[src/rtl/dnf_pkg.sv]
package dnf_pkg;
  localparam int unsigned WORD_W    = 16;
  localparam int unsigned PIPE_W    = 4;
  localparam int unsigned ID_W      = WORD_W - PIPE_W;
  localparam int unsigned CYC_W     = 5;
  localparam int unsigned SPILL_W   = 2 * WORD_W;
  localparam int unsigned HDR_WORDS = 5;
  localparam int unsigned IDX_W     = $clog2(HDR_WORDS);

  typedef enum logic [1:0] {ST_IDLE, ST_HDR, ST_PAY, ST_CRC} dnf_state_e;

  // One word through a left-shifting CRC register, MSB of the word first.
  function automatic logic [WORD_W-1:0] crc_next(input logic [WORD_W-1:0] c,
                                                 input logic [WORD_W-1:0] d,
                                                 input logic [WORD_W-1:0] poly);
    logic [WORD_W-1:0] r;
    r = c;
    for (int i = WORD_W - 1; i >= 0; i--) begin
      r = {r[WORD_W-2:0], 1'b0} ^ ((r[WORD_W-1] ^ d[i]) ? poly : '0);
    end
    return r;
  endfunction
endpackage

[src/rtl/dnf_crc.sv]
module dnf_crc
  import dnf_pkg::*;
#(
  parameter logic [WORD_W-1:0] POLY = 16'h1021,
  parameter logic [WORD_W-1:0] SEED = 16'hFFFF
) (
  input  logic              clk,
  input  logic              rst_n,
  input  logic              clear,
  input  logic              upd,
  input  logic [WORD_W-1:0] word,
  output logic [WORD_W-1:0] crc
);
  logic [WORD_W-1:0] crc_q, crc_d;
  logic              crc_en;

  always_comb begin
    crc_en = clear | upd;
    crc_d  = clear ? SEED : crc_next(crc_q, word, POLY);
  end

  always_ff @(posedge clk or negedge rst_n) begin
    if (!rst_n)      crc_q <= SEED;
    else if (crc_en) crc_q <= crc_d;
  end

  assign crc = crc_q;
endmodule

[src/rtl/dnf_seq.sv]
module dnf_seq
  import dnf_pkg::*;
(
  input  logic              clk,
  input  logic              rst_n,
  input  logic              ack_req,
  input  logic              req_valid,
  input  logic [WORD_W-1:0] req_len,
  input  logic              pl_valid,
  input  logic              out_ready,
  output logic              req_ready,
  output logic              pl_ready,
  output logic              out_valid,
  output logic              out_last,
  output logic              word_fire,
  output logic              start_dat,
  output logic              start_ack,
  output dnf_state_e        st,
  output logic [IDX_W-1:0]  hdr_idx,
  output logic [WORD_W-1:0] len
);
  dnf_state_e        st_q, st_d;
  logic [IDX_W-1:0]  idx_q, idx_d;
  logic [WORD_W-1:0] cnt_q, cnt_d, len_q, len_d, cnt_inc;
  logic              ack_q, ack_d, pend_q, pend_d, ctl_en;

  always_comb begin
    start_ack = (st_q == ST_IDLE) && pend_q;
    start_dat = (st_q == ST_IDLE) && !pend_q && req_valid;
    req_ready = (st_q == ST_IDLE) && !pend_q;
    out_valid = (st_q == ST_HDR) || (st_q == ST_CRC) || ((st_q == ST_PAY) && pl_valid);
    word_fire = out_valid && out_ready;
    pl_ready  = (st_q == ST_PAY) && out_ready;
    out_last  = (st_q == ST_CRC);
    cnt_inc   = cnt_q + 1'b1;
    ctl_en    = start_ack | start_dat | word_fire;
    pend_d    = ack_req | (pend_q & ~start_ack);
  end

  always_comb begin
    st_d  = st_q;
    idx_d = idx_q;
    cnt_d = cnt_q;
    len_d = len_q;
    ack_d = ack_q;
    unique case (st_q)
      ST_IDLE: if (start_ack || start_dat) begin
        st_d  = ST_HDR;
        idx_d = '0;
        ack_d = start_ack;
        len_d = start_ack ? '0 : req_len;
      end
      ST_HDR: if (word_fire) begin
        if (idx_q == IDX_W'(HDR_WORDS - 1)) begin
          st_d  = (len_q == '0) ? ST_CRC : ST_PAY;
          cnt_d = '0;
        end else begin
          idx_d = idx_q + 1'b1;
        end
      end
      ST_PAY: if (word_fire) begin
        cnt_d = cnt_inc;
        if (cnt_inc == len_q) st_d = ST_CRC;
      end
      ST_CRC: if (word_fire) st_d = ST_IDLE;
      default: st_d = ST_IDLE;
    endcase
  end

  always_ff @(posedge clk or negedge rst_n) begin
    if (!rst_n) begin
      st_q  <= ST_IDLE;
      idx_q <= '0;
      cnt_q <= '0;
      len_q <= '0;
      ack_q <= 1'b0;
    end else if (ctl_en) begin
      st_q  <= st_d;
      idx_q <= idx_d;
      cnt_q <= cnt_d;
      len_q <= len_d;
      ack_q <= ack_d;
    end
  end

  always_ff @(posedge clk or negedge rst_n) begin
    if (!rst_n) pend_q <= 1'b0;
    else        pend_q <= pend_d;
  end

  assign st      = st_q;
  assign hdr_idx = idx_q;
  assign len     = len_q;

  AST_ACK_REMEMBERED: assert property (@(posedge clk) disable iff (!rst_n)
    ack_req |=> (pend_q || st_q != ST_IDLE));
  AST_REQ_STARTS_HDR: assert property (@(posedge clk) disable iff (!rst_n)
    (req_valid && req_ready) |=> (st_q == ST_HDR && idx_q == '0 && !ack_q));
  AST_LAST_ENDS_PKT: assert property (@(posedge clk) disable iff (!rst_n)
    (out_valid && out_ready && out_last) |=> (st_q == ST_IDLE));
  AST_ACK_EMPTY: assert property (@(posedge clk) disable iff (!rst_n)
    (st_q != ST_IDLE && ack_q) |-> (len_q == '0));
endmodule

[src/rtl/dnf_word.sv]
module dnf_word
  import dnf_pkg::*;
#(
  parameter logic [PIPE_W-1:0] ACK_PIPE = 4'hF
) (
  input  logic               clk,
  input  logic               rst_n,
  input  logic               start_dat,
  input  logic               start_ack,
  input  logic [PIPE_W-1:0]  req_pipe,
  input  logic [CYC_W-1:0]   req_cycle,
  input  logic [SPILL_W-1:0] req_spill,
  input  logic [ID_W-1:0]    board_id,
  input  dnf_state_e         st,
  input  logic [IDX_W-1:0]   hdr_idx,
  input  logic [WORD_W-1:0]  len,
  input  logic [WORD_W-1:0]  pl_data,
  input  logic [WORD_W-1:0]  crc,
  output logic [WORD_W-1:0]  out_data
);
  logic [PIPE_W-1:0]  pipe_q, pipe_d;
  logic [CYC_W-1:0]   cyc_q, cyc_d;
  logic [SPILL_W-1:0] spill_q, spill_d;
  logic               fld_en;

  always_comb begin
    fld_en  = start_dat | start_ack;
    pipe_d  = start_ack ? ACK_PIPE : req_pipe;
    cyc_d   = start_ack ? '0 : req_cycle;
    spill_d = start_ack ? '0 : req_spill;
  end

  always_ff @(posedge clk or negedge rst_n) begin
    if (!rst_n) begin
      pipe_q  <= '0;
      cyc_q   <= '0;
      spill_q <= '0;
    end else if (fld_en) begin
      pipe_q  <= pipe_d;
      cyc_q   <= cyc_d;
      spill_q <= spill_d;
    end
  end

  always_comb begin
    out_data = '0;
    unique case (st)
      ST_HDR: begin
        unique case (hdr_idx)
          IDX_W'(0): out_data = {board_id, pipe_q};
          IDX_W'(1): out_data = {{(WORD_W-CYC_W){1'b0}}, cyc_q};
          IDX_W'(2): out_data = spill_q[SPILL_W-1:WORD_W];
          IDX_W'(3): out_data = spill_q[WORD_W-1:0];
          default:   out_data = len + 1'b1;
        endcase
      end
      ST_PAY:  out_data = pl_data;
      ST_CRC:  out_data = crc;
      default: out_data = '0;
    endcase
  end
endmodule

[src/rtl/dn_framer.sv]
module dn_framer
  import dnf_pkg::*;
#(
  parameter logic [PIPE_W-1:0] ACK_PIPE = 4'hF,
  parameter logic [WORD_W-1:0] CRC_POLY = 16'h1021,
  parameter logic [WORD_W-1:0] CRC_SEED = 16'hFFFF
) (
  input  logic               clk,
  input  logic               rst_n,
  input  logic [ID_W-1:0]    board_id,
  input  logic               ack_req,
  input  logic               req_valid,
  output logic               req_ready,
  input  logic [PIPE_W-1:0]  req_pipe,
  input  logic [CYC_W-1:0]   req_cycle,
  input  logic [SPILL_W-1:0] req_spill,
  input  logic [WORD_W-1:0]  req_len,
  input  logic               pl_valid,
  output logic               pl_ready,
  input  logic [WORD_W-1:0]  pl_data,
  output logic               out_valid,
  input  logic               out_ready,
  output logic [WORD_W-1:0]  out_data,
  output logic               out_last
);
  dnf_state_e        st;
  logic [IDX_W-1:0]  hdr_idx;
  logic [WORD_W-1:0] len, crc;
  logic              word_fire, start_dat, start_ack, crc_upd;

  dnf_seq u_seq (
    .clk, .rst_n, .ack_req, .req_valid, .req_len, .pl_valid, .out_ready,
    .req_ready, .pl_ready, .out_valid, .out_last, .word_fire,
    .start_dat, .start_ack, .st, .hdr_idx, .len
  );

  assign crc_upd = word_fire && (st != ST_CRC);

  dnf_crc #(.POLY(CRC_POLY), .SEED(CRC_SEED)) u_crc (
    .clk, .rst_n, .clear(start_dat | start_ack), .upd(crc_upd),
    .word(out_data), .crc
  );

  dnf_word #(.ACK_PIPE(ACK_PIPE)) u_word (
    .clk, .rst_n, .start_dat, .start_ack, .req_pipe, .req_cycle, .req_spill,
    .board_id, .st, .hdr_idx, .len, .pl_data, .crc, .out_data
  );

  AST_STALL_HOLD: assert property (@(posedge clk) disable iff (!rst_n)
    (out_valid && !out_ready) |=> (out_valid && $stable(out_data)));
  AST_CRC_SEEDED: assert property (@(posedge clk) disable iff (!rst_n)
    (st == ST_HDR && hdr_idx == '0) |-> (crc == CRC_SEED));
  AST_PL_TAKEN_OUT: assert property (@(posedge clk) disable iff (!rst_n)
    (pl_valid && pl_ready) |-> (out_valid && out_ready && out_data == pl_data));
endmodule

[config.mk]
export PLATFORM = sky130hd
export DESIGN_NAME = dn_framer
export DESIGN_NICKNAME = d
export VERILOG_FILES = /design/src/rtl/dnf_pkg.sv /design/src/rtl/dnf_crc.sv /design/src/rtl/dnf_seq.sv /design/src/rtl/dnf_word.sv /design/src/rtl/dn_framer.sv
export SDC_FILE = /design/constraint.sdc
export NUM_CORES = 1
export LEC_CHECK = 0
export BUFFER_PORTS_ARGS = -buffer_cell sky130_fd_sc_hd__buf_4
export CORE_MARGIN = 8
export CORE_UTILIZATION = 46
export DETAILED_ROUTE_END_ITERATION = 8
export GPL_ROUTABILITY_DRIVEN = 0
export PLACE_DENSITY = 0.76
export SETUP_SLACK_MARGIN = 0.4
export SYNTH_ARGS = -nofsm -noshare
export SYNTH_HDL_FRONTEND = slang
export SYNTH_SLANG_ARGS = --single-unit
[constraint.sdc]
create_clock -name clk -period 5.1 [get_ports clk]
set_input_delay 1.02 -clock clk [delete_from_list [all_inputs] [get_ports clk]]
set_output_delay 1.02 -clock clk [all_outputs]
set_load 0.01 [all_outputs]
==> results by group, run 1 <==
Floorplanning
  – Ports: 111
  – Starting Density: a little under half
  – Core area: roughly 14000 sq um
  – Std-Cell Rows: 44
  – Die height: about 140 microns
  – Width of the die: 136 microns
  – Full die area: around 18000 sq um

Final layout
  – Share of layout cells above drive strength 1: approximately a fifth
  – Final Cell Area: between 7000 and 8000 sq um
  – Ant. Diodes: 0
  – Core Util, Final: between 50% and 60%
  – Fin cells: about 1.1k
  – Nets@finish: ~980
  – Area Growth Syn to Fin: 17.7%

Synthesis
  – Gate Count Post-Synth: ~800
  – Syn. warnings: 0
  – Register area share after synthesis: a little over a third
  – Top-area cell type share of the netlist area: roughly 30%
  – Post-Syn Area: about 6600 sq um
  – Post-Syn Nets: 907
  – Number of synthesized flops with an enable pin: 0
  – Largest area contributor in the netlist: dfrtp_1
  – Ys async rst share: 100%
  – Synth Area per Inst: between 8 and 9 sq um
  – Post-synth cell types: between 70 and 80
  – Ranking of synthesized cells by area: dfrtp_1 (30%), nand2_1 (11%), o21ai_0 (7.6%), dfstp_2 (6.4%), xnor2_1 (5.2%)
  – #FFs+latches synth: between 90 and 100
  – Ys flop type: dfrtp_1

Pwr
  – Worst vdd ir: roughly 0.00059 V
  – Power density cells: roughly 830 nW/um^2
  – Leakage power: approximately 3.3 nW

Place
  – I/O Buffers: 110
  – Detailed-placement wirelength estimate: roughly 15000 microns
  – Area post-placement: ~7500 sq um
  – Setup Slack @ Placement: 0.842 ns
  – Dpl cells: roughly 1.0k

Clocking
  – Worst-Skew Late Latency: 0.35 ns
  – CTS clk-pin slew, worst paths: ~0.07 ns
  – Clk root buf: clkbuf_16
  – H-tree depth: 3
  – Num CTS Buffers: 9
  – Cts hold-fix bufs: 0
  – PostCTS Resize Cnt: 0
  – CTS Buffer Depth: 2
  – Setup Buffers After CTS: 0
  – CTS tree: yes
  – Clock sinks: between 90 and 100

Timing
  – Part of the cycle the worst path needs: between 80% and 90%
  – Sum Neg Setup Slack: 0 ns
  – Setup ws final: between 0.6 and 0.7 ns
  – Slew @ Worst Pin: 1.03 ns
  – Final Max Tran Viols: 0
  – Final setup violation count: 0
  – Slew headroom: a little under a third
  – Achievable Freq: ~220 MHz
  – Period minus WS final: about 4.4 ns
  – RSZ-0062 raised after global routing: false
  – Layout Skew: approximately 0.012 ns
  – Final hold vios: 0

Worst setup path
  – Crit Path Category: reg2out
  – CP Launch Type: flip-flop
  – Critical path endpoint category: output port
  – Critical path data required time: just over 4 ns
  – Crit-path max FO: 22
  – Crit path arrival time: between 3 and 4 ns

Job
  – Max_cap viols: 0

Min path
  – Worst Hold Class: reg2reg

Detailed routing
  – Iteration-0 DRC Markers: 600
  – Vias: 6251
  – # DRC: 0
  – Average wire per standard cell: roughly 19 microns
  – TritonRoute pass-1 iters: 5
  – Via-to-Cell Ratio: 5.90
  – Detailed Route WL: around 20000 microns
  – Post-DRT Antenna Nets: 0

GRT
  – Largest net degree at the start of global routing: 61
  – GRT Util Overall: a little over a fifth
  – Grt ovf: 0
  – Initial antenna violation count: 0
  – First-pass GRT wire length: between 30000 and 40000 microns
  – Vias in the first global route: 6110

Status
  – Status: completed
==> cell families after synthesis <==
| group | share of synthesized area, % |
|---|---|
| flops | 36.2 |
| xor+xnor | 10.8 |
| compound gates | 22.7 |
| mux | 1.12 |
| buf+inv | 4.73 |
| simple gates | 21.9 |
| fa+ha+maj | 2.46 |
==> state kept, by name (all words and copies together), names as in the netlist <==
signal and cells:
u_crc.crc 16, u_seq.cnt_q 16, u_seq.hdr_idx 3, u_seq.len 16
u_seq.pend_q 1, u_seq.st 2, u_word.cyc_q 5, u_word.pipe_q 4
u_word.spill_q 32
==> placed cells by master, fill, tap and decap left out, types with 5 or more instances in the layout <==
cell type  Yosys  layout
a211oi_1       5       5
nor4_1         7       7
nor2b_1        8       8
and3_1         9       9
nand3_1       25      25
xnor2_1       39      39
a22oi_1       14      14
nand2_1      190     189
dfstp_2       16      16
or3_1          5       5
nor3_1        12      11
o31ai_1       14      14
xnor3_1        7       7
a222oi_1      14      14
dfrtp_1       79      79
a21oi_1       29      29
clkbuf_16      0       9
o211ai_1       5       5
nor2_1        24      24
xor2_1        17      17
inv_1         17      17
buf_4          1     118
o21ai_0      100      99
and2_1         9       9
nand4_1        5       5
ha_1          13      13
==> metal layers <==
layer  GRT usage (%)  part of all wire (%)  vias up
li1                -                     -     2977
met1            28.4                    44     2942
met2            31.9                    45      281
met3            4.58                   7.6       51
met4            10.0                   3.8        0
met5               0                     0        -
==> area by class of cell <==
class / instances / area [sq um]
flip-flops and latches: 95 / 2400
repair buffers: 118 / 886
inverters: 17 / 63.8
clock buffers: 11 / 243
multi-input cells: 630 / 3920
fillers: 1353 / 6520
well taps: 184 / 230
clock inverters: 5 / 56.3
==> worst max-delay path, stage by stage, from the launching register on <==
cell,delay (ns)
dfrtp_1,0.49
inv_1,0.26
ha_1,0.78
nor2b_1,0.27
nor2_2,0.40
nor3_1,0.15
nor3_2,0.41
a21oi_1,0.15
buf_4,0.17
==> synth_stat cells, drive strengths merged, types with 4 or more instances <==
cell	n
mux2i	4
o21ai	103
nor2	25
dfstp	16
nand4	6
and3	9
clkbuf	46
a222oi	14
buf	15
and2	9
o211ai	5
a31oi	4
nor3	13
inv	17
nor2b	8
a22oi	14
xnor2	40
xnor3	8
a22o	4
ha	13
xor2	18
nand2	190
a21oi	30
nor4	8
or3	6
o31ai	14
dfrtp	79
nand3	26
a211oi	6
==> per-stage QoR <==
stage | power, mW | hold WS, ns
global placement | 5.66 | 0.474
global route | 6.93 | 0.507
floorplan | 4.69 | 0.464
CTS | 6.45 | 0.496
finish | 6.50 | 0.492
detailed placement | 5.74 | 0.482
==> report_power, final <==
| part | internal [mW] | switching, mW |
|---|---|---|
| Clock | 0.394 | 0.301 |
| Sequential | 1.06 | 0.346 |
| Combinational | 2.04 | 2.35 |
| Total | 3.50 | 3.00 |
==> path summary, 6_finish.rpt <==
| check | startpoint | to | slack (ns) | depth (start not counted) |
|---|---|---|---|---|
| max in group asynchronous | rst_n | u_seq.len[14] | 3.37 | 2 |
| worst min-delay path | u_word.pipe_q[2] | u_word.pipe_q[2] | 0.49 | 2 |
| worst max register to register | u_seq.hdr_idx[2] | u_crc.crc[6] | 0.78 | 11 |
| worst min register to register | u_word.pipe_q[2] | u_word.pipe_q[2] | 0.49 | 2 |
| worst max-delay path | u_seq.hdr_idx[2] | out_data[13] | 0.65 | 8 |
| min in group asynchronous | rst_n | u_word.spill_q[23] | 0.75 | 1 |
Power figures use the tool's default switching activity.
==> run 2, diff against run 1 <==
Settings changed: CELL_PAD_IN_SITES_DETAIL_PLACEMENT from default to 0, CELL_PAD_IN_SITES_GLOBAL_PLACEMENT from default to 1, CORE_UTILIZATION 46 to 43, PLACE_DENSITY 0.76 to 0.91.
==> run 2 against run 1 <==
  * Count of clock-buffer cells in the layout increased by 1
  * Routed wire length increased by 0.34%
  * Setup slack improved by 0.33 ns
  * Sequential cell count unchanged
  * Die area increased by 6.1%
  * Critical path type unchanged
  * Global-route usage decreased by 0.61 points
  * Sequential power about the same
  * Clock power decreased by 7.3%
  * Total power decreased by 0.88%
  * Combinational power about the same
  * Non-clock buffer count unchanged
==> results by group, run 2 (synthesized netlist as in run 1, its figures left out) <==
Status
  – Status: completed (unchanged)

Timing
  – RSZ-0062 raised after global routing: false (unchanged)
  – Final Max Tran Viols: 0 (unchanged)
  – Final setup violation count: 0 (unchanged)
  – Slew @ Worst Pin: 1.04 ns (was 1.03 ns)
  – Final hold vios: 0 (unchanged)
  – Achievable Freq: 243 MHz (was 225 MHz)
  – Layout Skew: 0.00385 ns (was 0.0124 ns)
  – Part of the cycle the worst path needs: 80.8% (was 87.2%)
  – Sum Neg Setup Slack: 0 ns (unchanged)
  – Hold_ws: 0.496 ns (was 0.492 ns)
  – Slew headroom: 30.4% (was 31.2%)
  – Setup ws final: 0.980 ns (was 0.652 ns)
  – Period minus WS final: 4.12 ns (was 4.45 ns)

Worst setup path
  – Crit Path Category: reg2out (unchanged)
  – Critical Path, Cell by Cell: inv_1 -> ha_2 -> nor2b_1 -> nor2_2 -> nor3_1 -> nor3_2 -> a21oi_1 -> buf_4 (was inv_1 -> ha_1 -> nor2b_1 -> nor2_2 -> nor3_1 -> nor3_2 -> a21oi_1 -> buf_4)
  – CP peak stage delay: 0.54 ns (was 0.78 ns)
  – Critical path endpoint category: output port (unchanged)
  – Worst path bufs/invs: 2 (unchanged)
  – Crit. path cell count: 8 (unchanged)
  – CP Launch Type: flip-flop (unchanged)
  – Family with the most delay on the worst path: simple AND/OR/NAND/NOR gates (unchanged)
  – Crit-path max FO: 22 (unchanged)
  – Critical path data required time: 4.08 ns (about the same)
  – Worst path slowest cell: ha_2 (was ha_1)
  – R2R depth: 12 (was 11)
  – Crit path arrival time: 3.10 ns (was 3.43 ns)

Detailed routing
  – Post-DRT Antenna Nets: 0 (unchanged)
  – Via-to-Cell Ratio: 5.82 (was 5.90)
  – Average wire per standard cell: 18.7 microns (about the same)
  – Vias: 6196 (was 6251)
  – Detailed Route WL: 19900 microns (about the same)
  – TritonRoute pass-1 iters: 5 (unchanged)
  – # DRC: 0 (unchanged)
  – Iteration-0 DRC Markers: 589 (was 600)

Clocking
  – PostCTS Resize Cnt: 0 (unchanged)
  – CTS tree: yes (unchanged)
  – CTS clk-pin slew, worst paths: 0.06 ns (was 0.07 ns)
  – CTS Buffer Depth: 2 (unchanged)
  – Clock sinks: 95 (unchanged)
  – Clk root buf: clkbuf_16 (unchanged)
  – Num CTS Buffers: 9 (unchanged)
  – Setup Buffers After CTS: 0 (unchanged)
  – Worst-Skew Late Latency: 0.35 ns (about the same)
  – H-tree depth: 3 (unchanged)
  – Cts hold-fix bufs: 0 (unchanged)

Job
  – Max_cap viols: 0 (unchanged)

Min path
  – Worst Hold Class: reg2reg (unchanged)
  – Hold depth: 2 (unchanged)

Floorplanning
  – Std-Cell Rows: 45 (was 44)
  – Core area: 15100 sq um (was 14300 sq um)
  – Starting Density: 43.7% (was 46.2%)
  – Die height: 140 microns (was 136 microns)
  – Width of the die: 140 microns (was 136 microns)
  – Full die area: 19600 sq um (was 18500 sq um)
  – Ports: 111 (unchanged)

Pwr
  – Leakage power: 3.30 nW (was 3.32 nW)
  – Power density cells: 828 nW/um^2 (was 834 nW/um^2)
  – Worst vdd ir: 0.000605 V (was 0.000588 V)
  – Total Power: 6.44 mW (was 6.50 mW)

Final layout
  – Fin cells: 1064 (was 1060)
  – Commonest non-fill, non-tap cell in the layout: nand2_1 (unchanged)
  – Max FFs per register: 32 (unchanged)
  – Area Growth Syn to Fin: 17.5% (was 17.7%)
  – Layout filler cell count: 1467 (was 1353)
  – Nets@finish: 975 (unchanged)
  – Biggest register: u_word.spill_q (unchanged)
  – Share of layout cells above drive strength 1: 19.5% (unchanged)
  – Commonest non-fill, non-tap cells in the layout: nand2_1 (189), buf_4 (118), o21ai_0 (99), dfrtp_1 (79), xnor2_1 (39) (unchanged)
  – Ant. Diodes: 0 (unchanged)

GRT
  – Vias in the first global route: 6081 (was 6110)
  – Initial antenna violation count: 0 (unchanged)
  – GRT Util Overall: 20.6% (was 21.2%)
  – Largest net degree at the start of global routing: 111 (was 61)
  – Grt ovf: 0 (unchanged)
  – First-pass GRT wire length: 32200 microns (was 31300 microns)

Place
  – Detailed-placement wirelength estimate: 14700 microns (was 14600 microns)
  – Dpl cells: 1048 (was 1044)
  – Setup Slack @ Placement: 0.861 ns (was 0.842 ns)
  – I/O Buffers: 110 (unchanged)
## run 2: cell count changes in the layout (fill, tap and decap cells not counted)
cell and change:
ha_2 +1, clkinv_2 -1, ha_1 -1, clkbuf_1 +1, clkinvlp_4 +1, bufinv_16 -1
## run 2: where the power goes
part	internal, mW	switching, mW
clock	0.345	0.298
sequential	1.06	0.352
combinational	2.04	2.34
total	3.45	2.99
## run 2: path summary, 6_finish.rpt
path | slack [ns] | to | from
max | 0.98 | out_data[13] | u_seq.hdr_idx[2]
min reg2reg | 0.50 | u_word.pipe_q[3] | u_word.pipe_q[3]
min in group asynchronous | 0.75 | u_word.cyc_q[1] | rst_n
max reg2reg | 1.10 | u_crc.crc[14] | u_seq.hdr_idx[2]
max in group asynchronous | 3.34 | u_crc.crc[11] | rst_n
min | 0.50 | u_word.pipe_q[3] | u_word.pipe_q[3]
## run 2: worst register-to-register path, stage by stage (launching register included)
cell	delay (ns)
dfrtp_1	0.49
inv_1	0.25
ha_2	0.54
nor2b_1	0.22
nor2_2	0.39
a32oi_1	0.23
o211a_1	0.21
a221oi_4	0.24
xnor3_2	0.48
xnor2_4	0.23
xnor3_1	0.34
and3_1	0.19
o21ai_1	0.11
## run 2: metal layers
metal | track usage, % | vias up | wire, microns
met5 | 0 | - | 0
met4 | 8.40 | 0 | 566
met3 | 4.45 | 39 | 1470
met2 | 31.4 | 261 | 8810
met1 | 27.8 | 2910 | 9070
li1 | - | 2986 | -
## run 2: area by class of cell
| cell class | count | area [sq um] | area share (%) |
|---|---|---|---|
| inverter | 17 | 63.8 | 0.821 |
| timing repair buffer | 118 | 886 | 11.4 |
| multi-input combinational | 630 | 3920 | 50.4 |
| sequential | 95 | 2400 | 30.8 |
| clock buffer | 12 | 246 | 3.17 |
| clock inverter | 4 | 28.8 | 0.370 |
| tap | 188 | 235 | 3.03 |
## run 2: stage by stage
stage               util [%]  area, sq um
finish                  51.3         7770
global route            51.3         7770
CTS                     51.3         7770
detailed placement      49.5         7500
global placement        49.5         7500
floorplan                  -         6620
